<file path="config.mk">
export PLATFORM = sky130hd
export DESIGN_NAME = timer_pair
export DESIGN_NICKNAME = d
export VERILOG_FILES = /design/src/rtl/tp_pkg.sv /design/src/rtl/tp_regs.sv /design/src/rtl/tp_cnt_half.sv /design/src/rtl/timer_pair.sv
export SDC_FILE = /design/constraint.sdc
export NUM_CORES = 1
export LEC_CHECK = 0
export BUFFER_PORTS_ARGS = -buffer_cell sky130_fd_sc_hd__buf_2
export CORE_ASPECT_RATIO = 0.75
export CORE_MARGIN = 3
export CORE_UTILIZATION = 30
export DETAILED_ROUTE_END_ITERATION = 10
export PLACE_DENSITY = 0.56
export SLEW_MARGIN = 40
export SYNTH_ARGS = -nofsm -noshare
export SYNTH_HDL_FRONTEND = slang
export SYNTH_SLANG_ARGS = --single-unit
export TNS_END_PERCENT = 30
</file>
<file path="constraint.sdc">
create_clock -name clk -period 5.11 [get_ports clk]
set_clock_uncertainty 0.15 [all_clocks]
set_input_delay 0.511 -clock clk [delete_from_list [all_inputs] [get_ports clk]]
set_output_delay 0.511 -clock clk [all_outputs]
set_load 0.01 [all_outputs]
</file>
<file path="src/rtl/tp_pkg.sv">
package tp_pkg;
  typedef enum logic [1:0] {
    EN_OFF  = 2'd0,
    EN_ONCE = 2'd1,
    EN_CONT = 2'd2,
    EN_RSVD = 2'd3
  } en_mode_e;

  typedef enum logic [1:0] {
    TM_GP64    = 2'd0,
    TM_DUAL32  = 2'd1,
    TM_WDOG64  = 2'd2,
    TM_CHAIN32 = 2'd3
  } tmr_mode_e;

  localparam int OFS_ID     = 'h00;
  localparam int OFS_CNT_LO = 'h10;
  localparam int OFS_CNT_HI = 'h14;
  localparam int OFS_PER_LO = 'h18;
  localparam int OFS_PER_HI = 'h1C;
  localparam int OFS_CTRL   = 'h20;
  localparam int OFS_GCTL   = 'h24;

  localparam int EN_LO_LSB  = 6;
  localparam int EN_HI_LSB  = 22;
  localparam int GC_MODE_LSB = 2;
endpackage

</file>
<file path="src/rtl/tp_regs.sv">
module tp_regs
  import tp_pkg::*;
#(
  parameter int DATA_W = 32,
  parameter int ADDR_W = 8
) (
  input  logic              clk,
  input  logic              rst_n,
  input  logic              we,
  input  logic [ADDR_W-1:0] addr,
  input  logic [DATA_W-1:0] wdata,
  input  logic [1:0]        oneshot_clr,
  output logic [DATA_W-1:0] per_lo,
  output logic [DATA_W-1:0] per_hi,
  output en_mode_e          en_lo,
  output en_mode_e          en_hi,
  output logic [1:0]        rel,
  output tmr_mode_e         gmode,
  output logic [1:0]        wr_cnt
);
  logic wr_per_lo, wr_per_hi, wr_ctrl, wr_gctl;

  always_comb begin
    wr_cnt[0] = we && (addr == ADDR_W'(OFS_CNT_LO));
    wr_cnt[1] = we && (addr == ADDR_W'(OFS_CNT_HI));
    wr_per_lo = we && (addr == ADDR_W'(OFS_PER_LO));
    wr_per_hi = we && (addr == ADDR_W'(OFS_PER_HI));
    wr_ctrl   = we && (addr == ADDR_W'(OFS_CTRL));
    wr_gctl   = we && (addr == ADDR_W'(OFS_GCTL));
  end

  always_ff @(posedge clk) begin
    if (!rst_n) begin
      per_lo <= '0;
      per_hi <= '0;
      en_lo  <= EN_OFF;
      en_hi  <= EN_OFF;
      rel    <= '0;
      gmode  <= TM_GP64;
    end else begin
      if (wr_per_lo) per_lo <= wdata;
      if (wr_per_hi) per_hi <= wdata;
      // a control write wins over a one-shot expiry on the same edge
      if (wr_ctrl) begin
        en_lo <= en_mode_e'(wdata[EN_LO_LSB +: 2]);
        en_hi <= en_mode_e'(wdata[EN_HI_LSB +: 2]);
      end else begin
        if (oneshot_clr[0]) en_lo <= EN_OFF;
        if (oneshot_clr[1]) en_hi <= EN_OFF;
      end
      if (wr_gctl) begin
        rel   <= wdata[1:0];
        gmode <= tmr_mode_e'(wdata[GC_MODE_LSB +: 2]);
      end
    end
  end
endmodule

</file>
<file path="src/rtl/tp_cnt_half.sv">
module tp_cnt_half #(
  parameter int DATA_W = 32
) (
  input  logic              clk,
  input  logic              rst_n,
  input  logic              hold,
  input  logic              wr,
  input  logic [DATA_W-1:0] wdata,
  input  logic              wrap,
  input  logic              inc,
  output logic [DATA_W-1:0] cnt
);
  always_ff @(posedge clk) begin
    if (!rst_n || hold) cnt <= '0;
    else if (wr)        cnt <= wdata;
    else if (wrap)      cnt <= '0;
    else if (inc)       cnt <= cnt + DATA_W'(1);
  end
endmodule

</file>
<file path="src/rtl/timer_pair.sv">
module timer_pair
  import tp_pkg::*;
#(
  parameter int              DATA_W   = 32,
  parameter int              ADDR_W   = 8,
  parameter logic [DATA_W-1:0] ID_VALUE = 32'h7A1E_0001
) (
  input  logic              clk,
  input  logic              rst_n,
  input  logic [ADDR_W-1:0] bus_addr,
  input  logic              bus_we,
  input  logic [DATA_W-1:0] bus_wdata,
  output logic [DATA_W-1:0] bus_rdata,
  output logic              irq_lo,
  output logic              irq_hi
);
  localparam logic [DATA_W-1:0] ALL_ONES = '1;
  localparam int NHALF = 2;

  logic [DATA_W-1:0] per_lo, per_hi, cnt_lo, cnt_hi;
  logic [DATA_W-1:0] cnt [NHALF];
  en_mode_e          en_lo, en_hi;
  logic [1:0]        rel;
  tmr_mode_e         gmode;
  logic [1:0]        wr_cnt;
  logic [1:0]        oneshot_clr;
  logic [NHALF-1:0]  hold, wrap, inc;
  logic              mode64, dual, both_rel;
  logic              match_lo, match_hi, match64;
  logic              run64, run_lo, run_hi;

  tp_regs #(.DATA_W(DATA_W), .ADDR_W(ADDR_W)) u_regs (
    .clk(clk), .rst_n(rst_n), .we(bus_we), .addr(bus_addr), .wdata(bus_wdata),
    .oneshot_clr(oneshot_clr), .per_lo(per_lo), .per_hi(per_hi),
    .en_lo(en_lo), .en_hi(en_hi), .rel(rel), .gmode(gmode), .wr_cnt(wr_cnt)
  );

  assign cnt_lo = cnt[0];
  assign cnt_hi = cnt[1];

  always_comb begin
    mode64   = (gmode == TM_GP64);
    dual     = (gmode == TM_DUAL32);
    both_rel = rel[0] & rel[1];
    match_lo = (cnt_lo == per_lo);
    match_hi = (cnt_hi == per_hi);
    match64  = match_lo & match_hi;
    run64    = mode64 && both_rel && (en_lo != EN_OFF);
    run_lo   = dual && rel[0] && (en_lo != EN_OFF);
    run_hi   = dual && rel[1] && (en_hi != EN_OFF);

    hold[0]  = mode64 ? !both_rel : !rel[0];
    hold[1]  = mode64 ? !both_rel : !rel[1];
    wrap[0]  = run64 ? match64 : (run_lo && match_lo);
    wrap[1]  = run64 ? match64 : (run_hi && match_hi);
    inc[0]   = run64 ? !match64 : run_lo;
    inc[1]   = run64 ? (!match64 && (cnt_lo == ALL_ONES)) : run_hi;

    oneshot_clr[0] = wrap[0] && (en_lo == EN_ONCE);
    oneshot_clr[1] = run_hi && match_hi && (en_hi == EN_ONCE);
  end

  for (genvar h = 0; h < NHALF; h++) begin : g_half
    tp_cnt_half #(.DATA_W(DATA_W)) u_half (
      .clk(clk), .rst_n(rst_n), .hold(hold[h]), .wr(wr_cnt[h]),
      .wdata(bus_wdata), .wrap(wrap[h]), .inc(inc[h]), .cnt(cnt[h])
    );
  end

  always_ff @(posedge clk) begin
    if (!rst_n) begin
      irq_lo <= 1'b0;
      irq_hi <= 1'b0;
    end else begin
      irq_lo <= wrap[0] && !wr_cnt[0];
      irq_hi <= run_hi && match_hi && !wr_cnt[1];
    end
  end

  always_comb begin
    bus_rdata = '0;
    case (bus_addr)
      ADDR_W'(OFS_ID):     bus_rdata = ID_VALUE;
      ADDR_W'(OFS_CNT_LO): bus_rdata = cnt_lo;
      ADDR_W'(OFS_CNT_HI): bus_rdata = cnt_hi;
      ADDR_W'(OFS_PER_LO): bus_rdata = per_lo;
      ADDR_W'(OFS_PER_HI): bus_rdata = per_hi;
      ADDR_W'(OFS_CTRL): begin
        bus_rdata[EN_LO_LSB +: 2] = en_lo;
        bus_rdata[EN_HI_LSB +: 2] = en_hi;
      end
      ADDR_W'(OFS_GCTL): begin
        bus_rdata[1:0]               = rel;
        bus_rdata[GC_MODE_LSB +: 2]  = gmode;
      end
      default: bus_rdata = '0;
    endcase
  end
endmodule

</file>
==> summary.txt, run 1 <==
Final layout
  • Fraction of layout cells with a size suffix above 1: 14.4%
  • Post-route design area: about 10000 um2
  • Fin cells: between 1500 and 2000
  • Area taken by multi-input logic gates: 5540 um2
  • End-of-flow core utilization: a little over a third
  • Nets: between 1000 and 1500
  • Final antenna diode count: 0
  • Layout overhead on the synthesized area: 13.5%
  • Register cell area after layout: 2760 um2
  • Layout fillers: ~3000

STA
  • Post-route setup slack: 1.72 ns
  • Final critical-path share of the clock period: between 60% and 70%
  • Slew at the pin closest to its max-slew limit: approximately 0.84 ns
  • Minimum clock period: about 3.4 ns
  • Final count of pins violating max slew: 0
  • RSZ-0062 raised after global routing: false
  • Minimum hold slack: 0.224 ns
  • Achievable clock frequency: just under 300 MHz
  • Max transition margin: between 40% and 50%
  • Final hold violation count: 0
  • Final Setup Violations: 0
  • Aggregate negative setup slack: 0 ns

Yosys
  • Yosys synthesis warning count: 0
  • Synthesized instance count: around 1200
  • Net count of the mapped netlist: around 1200
  • Most used flip-flop cell after synthesis: sky130_fd_sc_hd__dfxtp_1
  • Synth unique cells: between 70 and 80
  • Sequential cell area fraction in the yosys report: roughly 31%
  • Total of flip-flops plus latches after synthesis: approximately 140
  • Share of flip-flops with an asynchronous set or reset after synthesis: 0%
  • Share of the synthesized area in the top cell type: roughly 31%
  • Largest cells by area after synthesis: sky130_fd_sc_hd__dfxtp_1, sky130_fd_sc_hd__nand2_1, sky130_fd_sc_hd__xor2_1, sky130_fd_sc_hd__a21boi_0, sky130_fd_sc_hd__o21ai_0
  • Cell type with the largest total area after synthesis: sky130_fd_sc_hd__dfxtp_1
  • Average cell area after synthesis: 7.68 um2
  • Area of the mapped netlist: slightly below 9000 um2
  • Number of enable-type register cells in the synthesized netlist: 0

Place
  • Cell total after placement: roughly 1500
  • Number of buffers added on ports: 76
  • Setup WS pre-CTS: roughly 1.8 ns
  • Post-detailed-placement half-perimeter wirelength: ~25 mm
  • Routability congestion estimate: roughly 0.96
  • Placed inst area: ~9400 um2

Clock network
  • Number of sinks on the clock net: ~140
  • Clock-pin slew reported for the worst setup and hold paths after clock tree synthesis: ~0.07 ns
  • Number of buffers added for setup after CTS: 0
  • CTS tree: built
  • Clock latency reported for the late side of the worst-skew pair: around 0.44 ns
  • Root buffer selected by CTS: sky130_fd_sc_hd__clkbuf_16
  • CTS H-tree depth: 4
  • Inserted Clock Buffers: 17
  • Hold Buf Count CTS: 0
  • Resized cells post-CTS: 0
  • Maximum buffer depth of the clock tree: 2

GRT
  • Number of global-route vias before repair: 8157
  • Global-route wire length before repair: around 52 mm
  • Total routing usage reported by global routing: about a fifth
  • Number of antenna violations at the first check in global routing: 0
  • Total global routing overflow: 0
  • Largest net degree at the start of global routing: 78

Drt
  • Number of vias per cell: ~5.8
  • Total routed wirelength: 34.1 mm
  • Pre-antenna DRT Iters: 5
  • Initial DRC Count: approximately 930
  • Number of antenna-violating nets in the routed design: 0
  • Via count: slightly above 9000
  • Routed WL per cell: 21.9 um
  • Number of DRC violations after detailed routing: 0

Worst hold path
  • Worst min path class: input port to flip-flop
  • Startpoint of the tightest hold check path: bus_wdata[21]
  • End point of the most critical hold path: u_regs.per_lo[21]$_SDFFE_PN0P_
  • Worst hold stages: 3

Power and ir drop
  • Overall power: ~2.6 mW
  • Peak supply drop: 0.000228 V
  • Leakage power: ~3.7 nW
  • Ratio of total power to cell area: about 260 nW/um2

Worst setup path
  • Worst reg2reg path depth: 8
  • Max Fanout on Critical Path: 24
  • Max stage delay on crit path: between 0.5 and 0.6 ns
  • List of cells traversed by the critical path: ha_1 -> nand4_1 -> nor4_2 -> nand3_1 -> o21ai_1 -> o21a_2 -> nand2_1 -> o211ai_1
  • Crit Reg-Reg Endpoint: g_half[1].u_half.cnt[24]$_SDFFE_PP0P_
  • Worst path required time: between 5 and 6 ns
  • Worst endpoint data arrival time: 3.59 ns
  • Startpoint of the lowest-slack register-to-register path: g_half[0].u_half.cnt[0]$_SDFFE_PP0P_
  • Crit-path slowest cell: sky130_fd_sc_hd__o21a_2
  • Category of the most critical setup path: flip-flop to flip-flop
  • Critical path capture point type: flip-flop
  • Kind of start point of the critical path: flip-flop
  • Register-to-register path setup slack: 1.72 ns

Die
  • Number of cell rows: between 50 and 60
  • CORE AREA: ~29000 um2
  • Die Outline Area: approximately 32000 um2
  • Initial Utilization: a little under a third
  • Die boundary width: a little over 200 um
  • Die outline height: roughly 150 um
  • Number of top-level design ports: 77

Outcome
  • Result of the run: finished, final reports clean

Job
  • Max cap viols: 0
## cell type report
class | instances | share of cell area (%)
multi-input cells | 891 | 55.2
flip-flops and latches | 138 | 27.6
repair buffers | 96 | 5.44
well taps | 385 | 4.80
clock buffers | 20 | 4.56
clock inverters | 12 | 1.95
inverters | 13 | 0.487
## worst max path at each step
stage	startpoint	to	slack, ns	depth (start not counted)
after CTS	g_half[0].u_half.cnt[0]$_SDFFE_PP0P_	g_half[1].u_half.cnt[24]$_SDFFE_PP0P_	1.81	8
after global placement	bus_addr[5]	u_regs.per_lo[11]$_SDFFE_PN0P_	1.70	7
after floorplan	bus_addr[2]	bus_rdata[11]	2.54	5
after detailed placement	bus_addr[5]	u_regs.per_hi[14]$_SDFFE_PN0P_	1.81	8
final	g_half[0].u_half.cnt[0]$_SDFFE_PP0P_	g_half[1].u_half.cnt[24]$_SDFFE_PP0P_	1.72	8
after global routing	g_half[0].u_half.cnt[0]$_SDFFE_PP0P_	g_half[1].u_half.cnt[24]$_SDFFE_PP0P_	1.58	8
## flip-flops by register name, summed over array words and instances (netlist names)
register and cells:
u_regs.rel 2, u_regs.en_hi 2, irq_hi 1, u_regs.en_lo 2
irq_lo 1, u_regs.per_lo 32, u_regs.gmode 2, g_half.u_half.cnt 64
u_regs.per_hi 32
## layout by cell type (no fill, tap or decap), types with 5 or more instances in the layout
cell	n
sky130_fd_sc_hd__a21oi_1	52
sky130_fd_sc_hd__a211oi_1	5
sky130_fd_sc_hd__a221oi_2	8
sky130_fd_sc_hd__dfxtp_1	138
sky130_fd_sc_hd__nor2_1	40
sky130_fd_sc_hd__and3_1	17
sky130_fd_sc_hd__o211ai_1	9
sky130_fd_sc_hd__buf_4	18
sky130_fd_sc_hd__nand3_1	58
sky130_fd_sc_hd__buf_2	76
sky130_fd_sc_hd__a21boi_0	59
sky130_fd_sc_hd__o2111ai_1	7
sky130_fd_sc_hd__nor4_1	25
sky130_fd_sc_hd__a22oi_1	41
sky130_fd_sc_hd__o21ai_0	67
sky130_fd_sc_hd__a221oi_1	14
sky130_fd_sc_hd__clkbuf_16	17
sky130_fd_sc_hd__xor2_1	65
sky130_fd_sc_hd__o31ai_1	11
sky130_fd_sc_hd__a31oi_1	5
sky130_fd_sc_hd__nand2_1	205
sky130_fd_sc_hd__nor3_1	42
sky130_fd_sc_hd__or3_1	6
sky130_fd_sc_hd__a21boi_1	13
sky130_fd_sc_hd__inv_1	13
sky130_fd_sc_hd__mux2i_1	26
sky130_fd_sc_hd__bufinv_16	5
sky130_fd_sc_hd__a32oi_1	7
sky130_fd_sc_hd__nand4_1	19
sky130_fd_sc_hd__a221o_1	9
sky130_fd_sc_hd__and2_1	6
## cell usage after synthesis (3+ instances only)
library cell / n
sky130_fd_sc_hd__nand3_1: 58
sky130_fd_sc_hd__buf_2: 33
sky130_fd_sc_hd__inv_1: 13
sky130_fd_sc_hd__a22oi_1: 41
sky130_fd_sc_hd__a221o_1: 9
sky130_fd_sc_hd__nor2_2: 3
sky130_fd_sc_hd__xor2_1: 65
sky130_fd_sc_hd__or4_1: 3
sky130_fd_sc_hd__a21oi_1: 52
sky130_fd_sc_hd__a21boi_1: 13
sky130_fd_sc_hd__dfxtp_1: 138
sky130_fd_sc_hd__o311a_1: 3
sky130_fd_sc_hd__a211oi_1: 5
sky130_fd_sc_hd__or3_1: 6
sky130_fd_sc_hd__and2_0: 3
sky130_fd_sc_hd__a32oi_1: 7
sky130_fd_sc_hd__and4_1: 4
sky130_fd_sc_hd__nor3_2: 4
sky130_fd_sc_hd__nand2_1: 206
sky130_fd_sc_hd__mux2i_1: 26
sky130_fd_sc_hd__and2_1: 6
sky130_fd_sc_hd__o31ai_1: 11
sky130_fd_sc_hd__a21boi_0: 59
sky130_fd_sc_hd__nor2_1: 40
sky130_fd_sc_hd__a31oi_1: 5
sky130_fd_sc_hd__nor4_1: 25
sky130_fd_sc_hd__nor3_1: 42
sky130_fd_sc_hd__nand2b_1: 3
sky130_fd_sc_hd__nand4_1: 19
sky130_fd_sc_hd__xnor2_1: 3
sky130_fd_sc_hd__and3_1: 17
sky130_fd_sc_hd__buf_6: 8
sky130_fd_sc_hd__a21o_1: 3
sky130_fd_sc_hd__clkbuf_1: 63
sky130_fd_sc_hd__o311ai_0: 4
sky130_fd_sc_hd__nor4_2: 4
sky130_fd_sc_hd__a221oi_1: 14
sky130_fd_sc_hd__a221oi_2: 8
sky130_fd_sc_hd__o21ai_2: 4
sky130_fd_sc_hd__o211ai_1: 9
sky130_fd_sc_hd__o2111ai_1: 7
sky130_fd_sc_hd__o21ai_0: 67
## cell families after synthesis
logic type	Yosys count	share of synthesized area, %
DFF	138	31.3
AOI/OAI and AO/OA	339	27.2
buffers and inverters	121	6.39
and+or+nand+nor	455	25.1
xor gates and xnor gates	68	6.74
muxes	27	3.07
adders and majority gates	2	0.283
## critical path: cells and delay by family (launching register included)
kind                       cells  cell delay, ns
AOI/OAI and AO/OA              3            1.13
adders and majority gates      1            0.25
and+or+nand+nor                4            1.35
DFF                            1            0.43
## layer usage
| layer | GRT usage (%) | share of wire [%] |
|---|---|---|
| met4 | 5.37 | 1.6 |
| met2 | 29.6 | 41 |
| met1 | 32.6 | 47 |
| met3 | 5.01 | 10 |
| met5 | 0 | 0 |
## power by group
group,internal [mW],leakage (nW),switching (mW)
combinational,0.0293,2.29,0.0612
clock,0.890,0.320,0.507
sequential,1.08,1.11,0.000815
(Power assumes the default switching activity.)
==> run 2, diff against run 1 <==
Clock period 5.11 ns to 3.28 ns, I/O delays scaled along.
==> run 2 against run 1 <==
Against the previous run: first-iteration DRC count rose by 48%; highest routed layer is now met5; hold slack got worse by 0.19 ns; flip-flop and latch count unchanged; maximum frequency increased by 9.7%; non-clock buffer count rose by 48; largest power group unchanged; sequential power grew 56%.
==> summary.txt, run 2 (synthesis results as in run 1) <==
Worst setup path
  • Stages on worst setup path: 8 (unchanged)
  • Crit path capture: g_half[1].u_half.cnt[23]$_SDFFE_PP0P_
  • Crit Reg-Reg Endpoint: g_half[1].u_half.cnt[23]$_SDFFE_PP0P_
  • Worst path required time: 3.49 ns (-1.82 ns)
  • Worst reg2reg path depth: 8 (unchanged)
  • Crit-path slowest cell: sky130_fd_sc_hd__nor4_1
  • Max Fanout on Critical Path: 20 (-17%)
  • Critical path buffer and inverter count: 1 (+1)
  • Critical path capture point type: flip-flop
  • Startpoint of the lowest-slack register-to-register path: g_half[0].u_half.cnt[1]$_SDFFE_PP0P_
  • Max stage delay on crit path: 0.57 ns (about the same)
  • Worst setup path start: g_half[0].u_half.cnt[1]$_SDFFE_PP0P_
  • Register-to-register path setup slack: 0.19 ns (-1.53 ns)
  • List of cells traversed by the critical path: xor2_1 -> nor4_1 -> nand4_1 -> nor4_2 -> o21a_2 -> buf_4 -> a21oi_1 -> nor3_1
  • Worst endpoint data arrival time: 3.30 ns (-0.29 ns)
  • Category of the most critical setup path: flip-flop to flip-flop
  • Kind of start point of the critical path: flip-flop
  • Crit path max-delay family: simple AND/OR/NAND/NOR gates

Clock network
  • Maximum buffer depth of the clock tree: 2 (unchanged)
  • CTS H-tree depth: 4 (unchanged)
  • Hold Buf Count CTS: 0 (unchanged)
  • Resized cells post-CTS: 0 (unchanged)
  • Clock-pin slew reported for the worst setup and hold paths after clock tree synthesis: 0.06 ns (about the same)
  • Number of sinks on the clock net: 138 (unchanged)
  • Clock latency reported for the late side of the worst-skew pair: 0.44 ns (about the same)
  • CTS tree: built
  • Inserted Clock Buffers: 17 (unchanged)
  • Root buffer selected by CTS: sky130_fd_sc_hd__clkbuf_16
  • Number of buffers added for setup after CTS: 0 (unchanged)

STA
  • Final count of pins violating max slew: 0 (unchanged)
  • Achievable clock frequency: 324 MHz (+9.7%)
  • Max transition margin: 47.1% (+3.2 points)
  • Aggregate negative setup slack: 0 ns (unchanged)
  • Minimum clock period: 3.09 ns (-0.300 ns)
  • Slew at the pin closest to its max-slew limit: 0.793 ns (-0.0461 ns)
  • Final hold violation count: 0 (unchanged)
  • Final critical-path share of the clock period: 94.1% (+28 points)
  • RSZ-0062 raised after global routing: false
  • Final Setup Violations: 0 (unchanged)

GRT
  • Total routing usage reported by global routing: 23.7% (+2.4 points)
  • Number of global-route vias before repair: 8532 (+4.6%)
  • Number of antenna violations at the first check in global routing: 2 (+2)
  • Total global routing overflow: 0 (unchanged)
  • Largest net degree at the start of global routing: 78 (unchanged)
  • Global-route wire length before repair: 56.3 mm (+9.1%)

Drt
  • Pre-antenna DRT Iters: 5 (unchanged)
  • Total routed wirelength: 38.2 mm (+12%)
  • Number of vias per cell: 5.91 (+1.2%)
  • Initial DRC Count: 1377 (+48%)
  • Routed WL per cell: 23.8 um (+8.6%)
  • Number of antenna-violating nets in the routed design: 0 (unchanged)
  • Via count: 9470 (+4.3%)
  • Number of DRC violations after detailed routing: 0 (unchanged)

Power and ir drop
  • Proportion of total power due to net switching: 23.2% (+0.99 points)
  • Leakage power: 3.95 nW (+6.3%)
  • Combinational fraction of design power: 3.9% (+0.4 points)
  • Peak supply drop: 0.000346 V (+52%)
  • Clock power frac: 52.2% (-2.3 points)
  • Fraction of power consumed by sequential logic: 43.8% (+1.8 points)
  • Ratio of total power to cell area: 370 nW/um2 (+44%)
  • Internal Dissipation: 2.94 mW (+47%)
  • Net switching power of the design: 887 uW (+56%)

Die
  • CORE AREA: 28500 um2 (unchanged)
  • Die outline height: 155 um (unchanged)
  • Number of top-level design ports: 77 (unchanged)
  • Die Outline Area: 31600 um2 (unchanged)
  • Die boundary width: 204 um (unchanged)
  • Initial Utilization: 31.0% (unchanged)
  • Number of cell rows: 53 (unchanged)

Worst hold path
  • Worst hold stages: 3 (unchanged)
  • Worst min path class: input port to flip-flop

Final layout
  • Layout overhead on the synthesized area: 17.3%
  • Top register by number of flip-flops: g_half.u_half.cnt
  • Registers with the most flip-flops: g_half.u_half.cnt (64), u_regs.per_hi (32), u_regs.per_lo (32)
  • Fin cells: 1603 (+3.1%)
  • Final antenna diode count: 0 (unchanged)
  • Fraction of layout cells with a size suffix above 1: 17.3% (+3.0 points)
  • Most common library cell in the layout ignoring fill and taps: sky130_fd_sc_hd__nand2_1
  • Largest register FFs: 64 (unchanged)
  • Nets: 1250 (+4.0%)
  • Leading cell types in the layout, fill and taps excluded: sky130_fd_sc_hd__nand2_1, sky130_fd_sc_hd__dfxtp_1, sky130_fd_sc_hd__buf_2, sky130_fd_sc_hd__o21ai_0, sky130_fd_sc_hd__xor2_1

Place
  • Routability congestion estimate: 0.975 (+1.9%)
  • Cell total after placement: 1571 (+3.2%)
  • Number of buffers added on ports: 76 (unchanged)
  • Post-detailed-placement half-perimeter wirelength: 27.6 mm (+10%)

Outcome
  • Result of the run: finished, final reports clean

Job
  • Max cap viols: 0 (unchanged)
[run 2: cell types whose count changed in the layout (fill, tap and decap cells not counted), sizes merged]
cell / previous run / this run
clkinv: 6 / 4
buf: 96 / 144
bufinv: 5 / 2
clkbuf: 20 / 25
[run 2: how the worst min path moves through the flow]
| stage | startpoint | endpoint |
|---|---|---|
| after CTS | bus_wdata[21] | u_regs.per_hi[21]$_SDFFE_PN0P_ |
| after floorplan | u_regs.per_lo[10]$_SDFFE_PN0P_ | u_regs.per_lo[10]$_SDFFE_PN0P_ |
| after detailed placement | u_regs.per_hi[29]$_SDFFE_PN0P_ | u_regs.per_hi[29]$_SDFFE_PN0P_ |
| after global routing | bus_wdata[21] | u_regs.per_lo[21]$_SDFFE_PN0P_ |
| after global placement | u_regs.per_lo[12]$_SDFFE_PN0P_ | u_regs.per_lo[12]$_SDFFE_PN0P_ |
| final | bus_wdata[21] | u_regs.per_hi[21]$_SDFFE_PN0P_ |
[run 2: worst register-to-register path, stage by stage (launching register included)]
cell and delay [ns]:
sky130_fd_sc_hd__dfxtp_1 0.41, sky130_fd_sc_hd__xor2_1 0.20, sky130_fd_sc_hd__nor4_1 0.57, sky130_fd_sc_hd__nand4_1 0.31
sky130_fd_sc_hd__nor4_2 0.38, sky130_fd_sc_hd__o21a_2 0.54, sky130_fd_sc_hd__buf_4 0.24, sky130_fd_sc_hd__a21oi_1 0.07
sky130_fd_sc_hd__nor3_1 0.13
[run 2: cell type report]
class	instances	area [um2]
clock buffers	25	505
flip-flops and latches	138	2760
clock inverters	7	87.6
well taps	385	482
multi-input cells	891	5530
fillers	3028	18200
inverters	13	48.8
repair buffers	144	943
[run 2: per-stage QoR]
step | util (%) | total power, mW | setup slack [ns] | area, um2 | hold WS [ns]
after detailed placement | 34.3 | 1.86 | 0.317 | 9770 | 0.336
after CTS | 36.3 | 3.84 | 0.322 | 10400 | 0.0232
final | 36.3 | 3.83 | 0.192 | 10400 | 0.0337
after floorplan | - | 1.77 | 0.930 | 8830 | 0.309
after global placement | 34.1 | 1.86 | 0.355 | 9720 | 0.327
after global routing | 36.3 | 3.92 | 0.00670 | 10400 | 0.0212
[run 2: power groups by stage]
stage / sequential [mW] / clock, mW / combinational (mW)
3_3_place_gp: 1.72 / 0 / 0.148
3_5_place_dp: 1.72 / 0 / 0.148
5_1_grt: 1.68 / 2.09 / 0.156
2_1_floorplan: 1.71 / 0 / 0.0525
6_report: 1.68 / 2.00 / 0.151
4_1_cts: 1.68 / 2.01 / 0.149
[run 2: layer usage]
metal	routed length [um]	part of all wire [%]	up-vias	GRT usage [%]
li1	-	-	4305	-
met1	17500	46	4523	34.9
met2	15400	40	590	33.1
met3	4670	12	48	8.35
met4	595	1.6	4	4.85
met5	23	0.060	-	0
